File: src/rtl/spi_port_pkg.sv
package spi_port_pkg;
  localparam int CTRL_W      = 16;
  localparam int BAUD_W      = 8;
  localparam int BIT_MASTER  = 0;
  localparam int BIT_CPOL    = 1;
  localparam int BIT_CPHA    = 2;
  localparam int BIT_OD      = 3;
  localparam int BIT_MISODIS = 5;
  localparam int LEN_LO      = 6;
  localparam int BAUD_LO     = 8;

  typedef struct packed {
    logic load;
    logic advance;
    logic sample;
    logic capture;
  } spiStrobes_t;
endpackage

File: src/rtl/spi_port_ctrl.sv
module spi_port_ctrl
  import spi_port_pkg::*;
#(
  parameter int DATA_W = 32,
  parameter int SYNC_N = 2,
  parameter int CNT_W  = $clog2(2 * DATA_W) + 1
) (
  input  logic              clk,
  input  logic              rstN,
  input  logic              ctrlWe,
  input  logic [CTRL_W-1:0] ctrlWdata,
  input  logic              faultClr,
  input  logic              txStart,
  input  logic              sclkIn,
  input  logic              selNIn,
  input  logic              mosiIn,
  output logic [CTRL_W-1:0] ctrlQ,
  output logic              faultFlag,
  output logic              busy,
  output logic              sclkOut,
  output logic              slaveSel,
  output logic              mosiSync,
  output logic [CNT_W-1:0]  wordBits,
  output spiStrobes_t       strb
);
  logic [CTRL_W-1:0] ctrlReg;
  logic [SYNC_N-1:0] sclkS, selS, mosiS;
  logic              sclkPrev, sclkR;
  logic [BAUD_W-1:0] halfCnt;
  logic [CNT_W-1:0]  edgeCnt, slvCnt, lastEdge;
  logic master, cpol, cpha, selLow, faultHit;
  logic halfDone, leading, mSample, mAdvance, mLast, mLoad;
  logic sclkNow, sEdge, sLead, sTrail, slvActive, sSample, sAdvance, sLast;
  logic [BAUD_W-1:0] baud;

  assign master   = ctrlReg[BIT_MASTER];
  assign cpol     = ctrlReg[BIT_CPOL];
  assign cpha     = ctrlReg[BIT_CPHA];
  assign baud     = ctrlReg[BAUD_LO +: BAUD_W];
  assign selLow   = ~selS[SYNC_N-1];
  assign faultHit = master & selLow;

  always_comb begin
    case (ctrlReg[LEN_LO +: 2])
      2'd0:    wordBits = CNT_W'(8);
      2'd1:    wordBits = CNT_W'(16);
      default: wordBits = CNT_W'(DATA_W);
    endcase
  end
  assign lastEdge = (wordBits << 1) - CNT_W'(1);

  // master timing: every half period is one serial clock edge
  assign halfDone = busy & (halfCnt == baud);
  assign leading  = ~edgeCnt[0];
  assign mSample  = halfDone & (cpha ? ~leading : leading);
  assign mAdvance = halfDone & (cpha ? (leading & (edgeCnt != '0))
                                     : (~leading & (edgeCnt != lastEdge)));
  assign mLast    = halfDone & (edgeCnt == lastEdge);
  assign mLoad    = ~busy & txStart & master & ~faultHit;

  // slave timing: edges of the synchronised external clock
  assign sclkNow   = sclkS[SYNC_N-1];
  assign sEdge     = sclkNow ^ sclkPrev;
  assign sLead     = sEdge & (sclkNow != cpol);
  assign sTrail    = sEdge & (sclkNow == cpol);
  assign slvActive = ~master & selLow;
  assign sSample   = slvActive & (cpha ? sTrail : sLead);
  assign sAdvance  = slvActive & (cpha ? sLead : sTrail) & (slvCnt != '0);
  assign sLast     = sSample & (slvCnt == wordBits - CNT_W'(1));

  always_comb begin
    if (master) begin
      strb.load    = mLoad;
      strb.advance = mAdvance & ~faultHit;
      strb.sample  = mSample & ~faultHit;
      strb.capture = mLast & ~faultHit;
    end else begin
      strb.load    = ~slvActive | sLast;
      strb.advance = sAdvance;
      strb.sample  = sSample;
      strb.capture = sLast;
    end
  end

  always_ff @(posedge clk or negedge rstN) begin
    if (!rstN) begin
      sclkS    <= '0;
      selS     <= '1;
      mosiS    <= '0;
      sclkPrev <= 1'b0;
      ctrlReg  <= '0;
      faultFlag <= 1'b0;
      busy     <= 1'b0;
      sclkR    <= 1'b0;
      halfCnt  <= '0;
      edgeCnt  <= '0;
      slvCnt   <= '0;
    end else begin
      sclkS    <= {sclkS[SYNC_N-2:0], sclkIn};
      selS     <= {selS[SYNC_N-2:0], selNIn};
      mosiS    <= {mosiS[SYNC_N-2:0], mosiIn};
      sclkPrev <= sclkNow;

      if (ctrlWe) ctrlReg <= ctrlWdata;
      if (faultClr) faultFlag <= 1'b0;
      if (faultHit) begin
        faultFlag           <= 1'b1;
        ctrlReg[BIT_MASTER] <= 1'b0;
      end

      if (faultHit || !master) begin
        busy    <= 1'b0;
        sclkR   <= cpol;
        halfCnt <= '0;
        edgeCnt <= '0;
      end else if (mLoad) begin
        busy    <= 1'b1;
        sclkR   <= cpol;
        halfCnt <= '0;
        edgeCnt <= '0;
      end else if (busy) begin
        if (halfDone) begin
          halfCnt <= '0;
          sclkR   <= ~sclkR;
          edgeCnt <= edgeCnt + CNT_W'(1);
          if (mLast) busy <= 1'b0;
        end else begin
          halfCnt <= halfCnt + 1'b1;
        end
      end else begin
        sclkR <= cpol;
      end

      if (!slvActive) slvCnt <= '0;
      else if (sSample) slvCnt <= sLast ? '0 : slvCnt + CNT_W'(1);
    end
  end

  assign ctrlQ    = ctrlReg;
  assign sclkOut  = sclkR;
  assign slaveSel = selLow;
  assign mosiSync = mosiS[SYNC_N-1];

  a_r1_idle_polarity: assert property (@(posedge clk) disable iff (!rstN)
    (!busy && !mLoad) |=> (sclkR == $past(ctrlReg[BIT_CPOL])));
  a_r7_fault_drops_master: assert property (@(posedge clk) disable iff (!rstN)
    faultHit |=> (!ctrlReg[BIT_MASTER] && faultFlag && !busy));
  a_r8_fault_sticky: assert property (@(posedge clk) disable iff (!rstN)
    (faultFlag && !faultClr) |=> faultFlag);
  a_r6_deselect_clears: assert property (@(posedge clk) disable iff (!rstN)
    !slvActive |=> (slvCnt == '0));
  a_r11_master_done_ends: assert property (@(posedge clk) disable iff (!rstN)
    (master && strb.capture) |=> !busy);
endmodule

File: src/rtl/spi_port_dp.sv
module spi_port_dp
  import spi_port_pkg::*;
#(
  parameter int DATA_W = 32,
  parameter int CNT_W  = $clog2(2 * DATA_W) + 1
) (
  input  logic              clk,
  input  logic              rstN,
  input  spiStrobes_t       strb,
  input  logic [DATA_W-1:0] txWord,
  input  logic [CNT_W-1:0]  wordBits,
  input  logic              rxBit,
  output logic              txBit,
  output logic [DATA_W-1:0] rxWord,
  output logic              done
);
  logic [DATA_W-1:0] txSr, rxSr, rxNext, rxMask;
  int shiftAmt;

  assign shiftAmt = DATA_W - int'(wordBits);
  assign rxMask   = {DATA_W{1'b1}} >> shiftAmt;
  assign rxNext   = strb.sample ? {rxSr[DATA_W-2:0], rxBit} : rxSr;
  assign txBit    = txSr[DATA_W-1];

  always_ff @(posedge clk or negedge rstN) begin
    if (!rstN) begin
      txSr   <= '0;
      rxSr   <= '0;
      rxWord <= '0;
      done   <= 1'b0;
    end else begin
      if (strb.load) txSr <= txWord << shiftAmt;
      else if (strb.advance) txSr <= txSr << 1;
      rxSr <= rxNext;
      done <= strb.capture;
      if (strb.capture) rxWord <= rxNext & rxMask;
    end
  end

  a_r3_load_vs_shift: assert property (@(posedge clk) disable iff (!rstN)
    strb.load |-> !strb.advance);
  a_r11_done_single: assert property (@(posedge clk) disable iff (!rstN)
    done |=> !done);
endmodule

File: src/rtl/spi_port.sv
module spi_port
  import spi_port_pkg::*;
#(
  parameter int DATA_W = 32,
  parameter int SYNC_N = 2
) (
  input  logic              clk,
  input  logic              rstN,
  input  logic              ctrlWe,
  input  logic [15:0]       ctrlWdata,
  input  logic              faultClr,
  output logic [15:0]       ctrlQ,
  output logic              faultFlag,
  input  logic              txStart,
  input  logic [DATA_W-1:0] txWord,
  output logic              busy,
  output logic              done,
  output logic [DATA_W-1:0] rxWord,
  input  logic              sclkI,
  output logic              sclkO,
  output logic              sclkOe,
  input  logic              selN,
  input  logic              mosiI,
  output logic              mosiO,
  output logic              mosiOe,
  input  logic              misoI,
  output logic              misoO,
  output logic              misoOe
);
  localparam int CNT_W = $clog2(2 * DATA_W) + 1;

  spiStrobes_t      strb;
  logic [CNT_W-1:0] wordBits;
  logic slaveSel, mosiSync, txBit, rxBit, master, openDrain, misoDis;

  spi_port_ctrl #(.DATA_W(DATA_W), .SYNC_N(SYNC_N), .CNT_W(CNT_W)) ctrl_i (
    .clk(clk), .rstN(rstN), .ctrlWe(ctrlWe), .ctrlWdata(ctrlWdata),
    .faultClr(faultClr), .txStart(txStart), .sclkIn(sclkI), .selNIn(selN),
    .mosiIn(mosiI), .ctrlQ(ctrlQ), .faultFlag(faultFlag), .busy(busy),
    .sclkOut(sclkO), .slaveSel(slaveSel), .mosiSync(mosiSync),
    .wordBits(wordBits), .strb(strb)
  );

  assign master    = ctrlQ[BIT_MASTER];
  assign openDrain = ctrlQ[BIT_OD];
  assign misoDis   = ctrlQ[BIT_MISODIS];
  assign rxBit     = master ? misoI : mosiSync;

  spi_port_dp #(.DATA_W(DATA_W), .CNT_W(CNT_W)) dp_i (
    .clk(clk), .rstN(rstN), .strb(strb), .txWord(txWord),
    .wordBits(wordBits), .rxBit(rxBit), .txBit(txBit),
    .rxWord(rxWord), .done(done)
  );

  assign sclkOe = master;
  assign mosiO  = txBit;
  assign mosiOe = master;
  assign misoO  = openDrain ? 1'b0 : txBit;
  assign misoOe = ~master & slaveSel & ~misoDis & (~openDrain | ~txBit);

  a_r9_od_low_only: assert property (@(posedge clk) disable iff (!rstN)
    (ctrlQ[BIT_OD] && misoOe) |-> !misoO);
  a_r10_miso_disabled: assert property (@(posedge clk) disable iff (!rstN)
    ctrlQ[BIT_MISODIS] |-> !misoOe);
endmodule

File: config.mk
export PLATFORM = sky130hd
export DESIGN_NAME = spi_port
export DESIGN_NICKNAME = d
export VERILOG_FILES = /design/src/rtl/spi_port_pkg.sv /design/src/rtl/spi_port_ctrl.sv /design/src/rtl/spi_port_dp.sv /design/src/rtl/spi_port.sv
export SDC_FILE = /design/constraint.sdc
export NUM_CORES = 1
export LEC_CHECK = 0
export BUFFER_PORTS_ARGS = -buffer_cell sky130_fd_sc_hd__buf_2
export CAP_MARGIN = 10
export CORE_ASPECT_RATIO = 1.5
export CORE_UTILIZATION = 40
export DETAILED_ROUTE_END_ITERATION = 12
export PLACE_DENSITY_LB_ADDON = 0.15
export SLEW_MARGIN = 20
export SYNTH_ARGS = -nofsm -noshare
export SYNTH_HDL_FRONTEND = slang
export SYNTH_SLANG_ARGS = --single-unit
File: constraint.sdc
create_clock -name clk -period 3.25 [get_ports clk]
set_input_delay 0.4875 -clock clk [delete_from_list [all_inputs] [get_ports clk]]
set_output_delay 0.4875 -clock clk [all_outputs]
set_load 0.005 [all_outputs]
== Yosys cells after proc, flatten, opt, wreduce, memory -nomap -nowiden ==
Index checks and enable logic that the tools add are counted.
Operators by class
  $add $sub $neg: 6
  equal/unequal tests: 9
  shifts and indexed selects: 2
  mux-type cells: 35
  bitwise logic cells: 36
  reductions and logical operators: 11
Operators by type and width (number)
  two-way mux 32 bit: 3
  two-way mux 7 bit: 7
  AND 32 bit: 1
  two-way mux 8 bit: 4
  << shifter 32 x 32 -> 32 bit: 1
  >> shifter 32 x 32 -> 32 bit, first input constant: 1
  AND 1 bit: 22
  two-way mux 1 bit: 19
  adder 7 x 1 -> 7 bit, second input constant: 2
  == test 7 bit: 2
  nonzero test 7 bit: 2
  subtractor 7 x 1 -> 7 bit, second input constant: 2
  case mux 6 bit (2 select lines): 1
  NOT 1 bit: 10
  adder 8 x 1 -> 8 bit, second input constant: 1
  == test 8 bit: 1
  != test 7 bit: 1
  subtractor 6 x 6 -> 7 bit, first input constant: 1
  nonzero test 2 bit: 3
  nonzero test 3 bit: 2
  two-way mux 4 bit: 1
  != test 4 bit, second input constant: 1
  == test 2 x 1 -> 1 bit, second input constant: 1
  logical NOT 2 bit: 1
  8 further kinds: 9
Word-level totals
  register bits after elaboration: 145
  bits of input ports: 57
  output and inout bits: 57
  word-level logic and storage cells: 115

== Longest topological paths before layout ==
  word-level depth: 11
  depth in mapped cells: 13
  gate-level depth less buffers: 9

== Cells and area by module ==
Synthesis repeated with hierarchy kept, for this count alone.
Second synthesis, totals
  cells, all modules: 822
  area, all modules: 8490.6 µm²
By module, submodules not included
  spi_port_dp: instances 1, cells an instance 585, area an instance 5997.0 µm², sequential area each 2427.3 µm²
  spi_port_ctrl: instances 1, cells an instance 231, area an instance 2442.3 µm², sequential area each 1203.7 µm²
  spi_port: instances 1, cells an instance 6, area an instance 51.3 µm², sequential area each 0.0 µm²

== Worst setup path before layout ==
Ideal clock, no wire load.
  path kind: register -> register
  start: register ctrl_i.ctrlReg[7], in the netlist ctrl_i.ctrlQ[7]
  end: register dp_i.txSr[18]
  library setup time: 0.127 ns
  arrival: 2.873 ns
  data required time: 3.123 ns
  path slack: 0.250 ns
  cell stages (with the launch flop): 13
  buffers on the path: 4
  period minus slack after synthesis: 3.000 ns
  cell sequence: dfrtp_1 buf_6 nor2_1 inv_2 clkbuf_1 ha_1 clkbuf_2 xor2_1 o2111ai_1 o31ai_4 buf_2 a21oi_1 mux2_1
On the way
  word-level cells in the longest chain between the ends: 10
  elaborated cells between the ends (all ways): 18
  classes of those cells: add/sub: 3; eq/ne: 3; shift: 1; mux: 4; bitwise: 5; reduce/logical: 2
Ends and longest elaborated chain
  start: declaration: line spi_port_ctrl.sv:26  | logic [CTRL_W-1:0] ctrlReg;
  start signal: assignment: line spi_port_ctrl.sv:104  | if (ctrlWe) ctrlReg <= ctrlWdata;
  == test 2 x 1 -> 1 bit / logical NOT 2 bit (equally long branches): line spi_port_ctrl.sv:44  | case (ctrlReg[LEN_LO +: 2])
  case mux 6 bit (2 select lines) (*): line spi_port_ctrl.sv:44
  subtractor 7 x 1 -> 7 bit: line spi_port_ctrl.sv:50  | assign lastEdge = (wordBits << 1) - CNT_W'(1);
  != test 7 bit: line spi_port_ctrl.sv:57  | : (~leading & (edgeCnt != lastEdge)));
  AND 1 bit: line spi_port_ctrl.sv:57
  two-way mux 1 bit: line spi_port_ctrl.sv:56  | assign mAdvance = halfDone & (cpha ? (leading & (edgeCnt != '0))
  AND 1 bit: line spi_port_ctrl.sv:56
  AND 1 bit: line spi_port_ctrl.sv:74  | strb.advance = mAdvance & ~faultHit;
  two-way mux 4 bit: line spi_port_ctrl.sv:72  | if (master) begin
  nonzero test 2 bit (no line)
  end signal: assignment: line spi_port_dp.sv:32  | if (strb.load) txSr <= txWord << shiftAmt;
  end signal: assignment: line spi_port_dp.sv:33  | else if (strb.advance) txSr <= txSr << 1;
  end: declaration: line spi_port_dp.sv:17  | logic [DATA_W-1:0] txSr, rxSr, rxNext, rxMask;
Every way passes the cells marked *; elsewhere a longest branch is shown, timed or not.
A chain may end at the register's enable or synchronous reset.

== Final worst setup path ==
  start: register ctrl_i.ctrlReg[6], in the netlist ctrl_i.ctrlQ[6]
  end: register dp_i.txSr[5]
Same word-level chain as after synthesis.

==> results.toml <==
[yosys]
synth.top_cells.by_count = "dfrtp_1 (143), mux2_2 (50), nor2_1 (45)"
synth_top_area_share_pct = 52.4
netlist_area_sq_um = 6830
postSynthCellCount = 579
yosysMostFrequentCell = "dfrtp_1"
async_flop_share_pct = 100
synthTopCellsByArea = "dfrtp_1 (52%), mux2_2 (8.2%), mux2i_1 (5.0%)"
syn_avg_cell_area_sq_um = 11.8
ys_seq_area_share_pct = 53.2
synthesis.nets = 642
ys_ff_latch = 145
synth_cell_types = 55
synth_edf_count = 0
yosysTopAreaCell = "dfrtp_1"
yosysWarnings = 0
synth-main-ff-cell = "dfrtp_1"

[floorplanning]
start_util_pct = 40.7
io_pins = 114
fp.dieH_microns = 162
die_w_microns = 109
coreArea_sq_um = 16800
die-area_sq_um = 17600
row_count = 58

[route]
ant_nets = 0
totalWireLength_microns = 15500
drtPass1Iterations = 4
drc = 0
viasPerCell = 5.22
drtIter0Drc = 267
vias = 4778
post_drt_wl_per_cell_microns = 16.9

[setup_path]
setup.worst_path.class = "register to register"
cp.required_ns = 3.54
worst_setup_path_start_kind = "register"
cp_max_fo = 17
cp_data_arrival_time_ns = 3.32
critPathCaptureType = "register"

[clock_network]
cts-root-buf = "clkbuf_16"
hold_buffers = 0
cts_sinks = 145
cts_tree = "done"
clock_path_buffers = 2
clkLatencyLatePin_ns = 0.41
cts_max_level = 4
cts_buffers = 17
path_clk_slew_ns = 0.06
cts_resized = 0

[placement]
numPortBuffers = 113
placed_area_sq_um = 7590
place_inst = 880
dp.final_hpwl_microns = 11000
globalplace.congestion = 0.804

[layout]
final_area_sq_um = 8230
final_nets = 756
final_cells = 916
drive_above_1_share_pct = 33.4
diodes = 0
syn2layout_area_growth_pct = 20.5

[global_route]
grt_pass1_wl_microns = 25300
grt.busiest_layer = "met2"
grt_util_met3_pct = 3.77
grt_max_degree = 87
grt_use_met1_pct = 22.7
met2_usage_pct = 32.5
grt_overflow_total = 0
antenna_found_initial = 0
track_usage_pct = 18.6
grt_pass1_vias = 5075

[timing]
rsz0062_at_grt = "false"
min_period_over_period_pct = 93.0
skew_ns = 0.0129
clock.fmax_mhz = 331
period_needed_ns = 3.02
slew_headroom_pct = 45.0
hold_viol = 0
setup_viol = 0
slew_viol_final = 0
tns_ns = 0
worst_slew_pin_slew_ns = 0.823
whs_ns = 0.134

[status]
status = "finished clean"

[worst_hold_path]
hold_class = "primary input to asynchronous set/reset pin"

[power_and_ir_drop]
power_leakage_uw = 0.00419
irDropWorstVdd_uv = 297
power_uw = 4780
power_density_nw_per_um2 = 580

[job]
cap_violations = 0
## critical path, cell delays in order, from the launching register on
cell	delay, ns
dfrtp_1	0.44
nor2_1	0.18
inv_2	0.06
ha_1	0.39
xnor2_1	0.30
a2111oi_4	0.10
o31a_1	0.30
o21ai_4	0.53
nor2_4	0.24
a221o_1	0.35
## metal layers
metal | share of wire, % | wire length [microns] | up-vias
li1 | - | - | 2298
met1 | 42 | 6490 | 2360
met2 | 53 | 8200 | 105
met3 | 3.7 | 575 | 15
met4 | 1.4 | 210 | 0
met5 | 0 | 0 | -
## timing repair
| item | CTS | global route |
|---|---|---|
| endpoints found under the hold margin | 0 | 0 |
| endpoints found under the setup margin | 0 | 8 |
| setup buffers | 0 | 3 |
## path summary, 6_finish.rpt
check | startpoint | endpoint | slack (ns) | depth (start not counted)
min in group clk | selN | ctrl_i.selS[0] | 0.18 | 1
max in group asynchronous | rstN | ctrl_i.selS[1] | 2.24 | 2
setup reg to reg | ctrl_i.ctrlQ[6] | dp_i.txSr[5] | 0.23 | 9
hold reg to reg | ctrl_i.sclkS[0] | ctrl_i.sclkS[1] | 0.35 | 0
setup / recovery | ctrl_i.ctrlQ[6] | dp_i.txSr[5] | 0.23 | 9
hold / removal | rstN | dp_i.rxWord[27] | 0.13 | 1
## layout by cell type, fill, tap and decap left out, drive strengths merged, types with 4 or more instances in the layout
cell     count
o2111ai      4
nand4        7
a22o         8
clkbuf      21
mux2        57
mux2i       34
nand2b       9
and2         4
a22oi        8
nand3        4
inv         30
a21bo       16
a21oi       17
xor2        17
dfrtp      143
ha           6
buf        125
and3        13
a221o       15
nand2       38
o21ai       26
nor2        47
o221ai       8
xnor2       12
## metrics by stage
step | utilization, % | worst slack, ns
floorplan | - | 0.250
global placement | 45.3 | 0.290
detailed placement | 45.3 | 0.137
CTS | 48.9 | 0.113
global route | 49.1 | 0.00392
finish | 49.1 | 0.226
## power by group
group | internal [uW] | switching (uW)
registers | 2000 | 123
clock network | 1160 | 796
logic | 334 | 372
total | 3480 | 1290
## cell families after synthesis
family	Yosys count	synth area share [%]
mux	91	14.4
flops	145	53.2
simple gates	138	9.93
compound gates	112	13.0
fa+ha+maj	6	1.10
buf+inv	56	3.96
xor+xnor	31	4.40
## state kept, by name (all words and copies together) (netlist names), 2 cells and up
| signal | cells |
|---|---|
| dp_i.rxSr | 32 |
| ctrl_i.sclkS | 2 |
| ctrl_i.selS | 2 |
| ctrl_i.ctrlQ | 16 |
| dp_i.rxWord | 32 |
| ctrl_i.mosiS | 2 |
| ctrl_i.slvCnt | 7 |
| dp_i.txSr | 32 |
| ctrl_i.edgeCnt | 7 |
| ctrl_i.halfCnt | 8 |
## cell type report
type	instances	area [sq um]
clock buffers	21	480
clock inverters	11	118
fillers	1542	8540
inverters	25	93.8
multi-input cells	379	2950
flip-flops and latches	145	3630
well taps	210	263
repair buffers	125	687
Power figures use the tool's default switching activity.
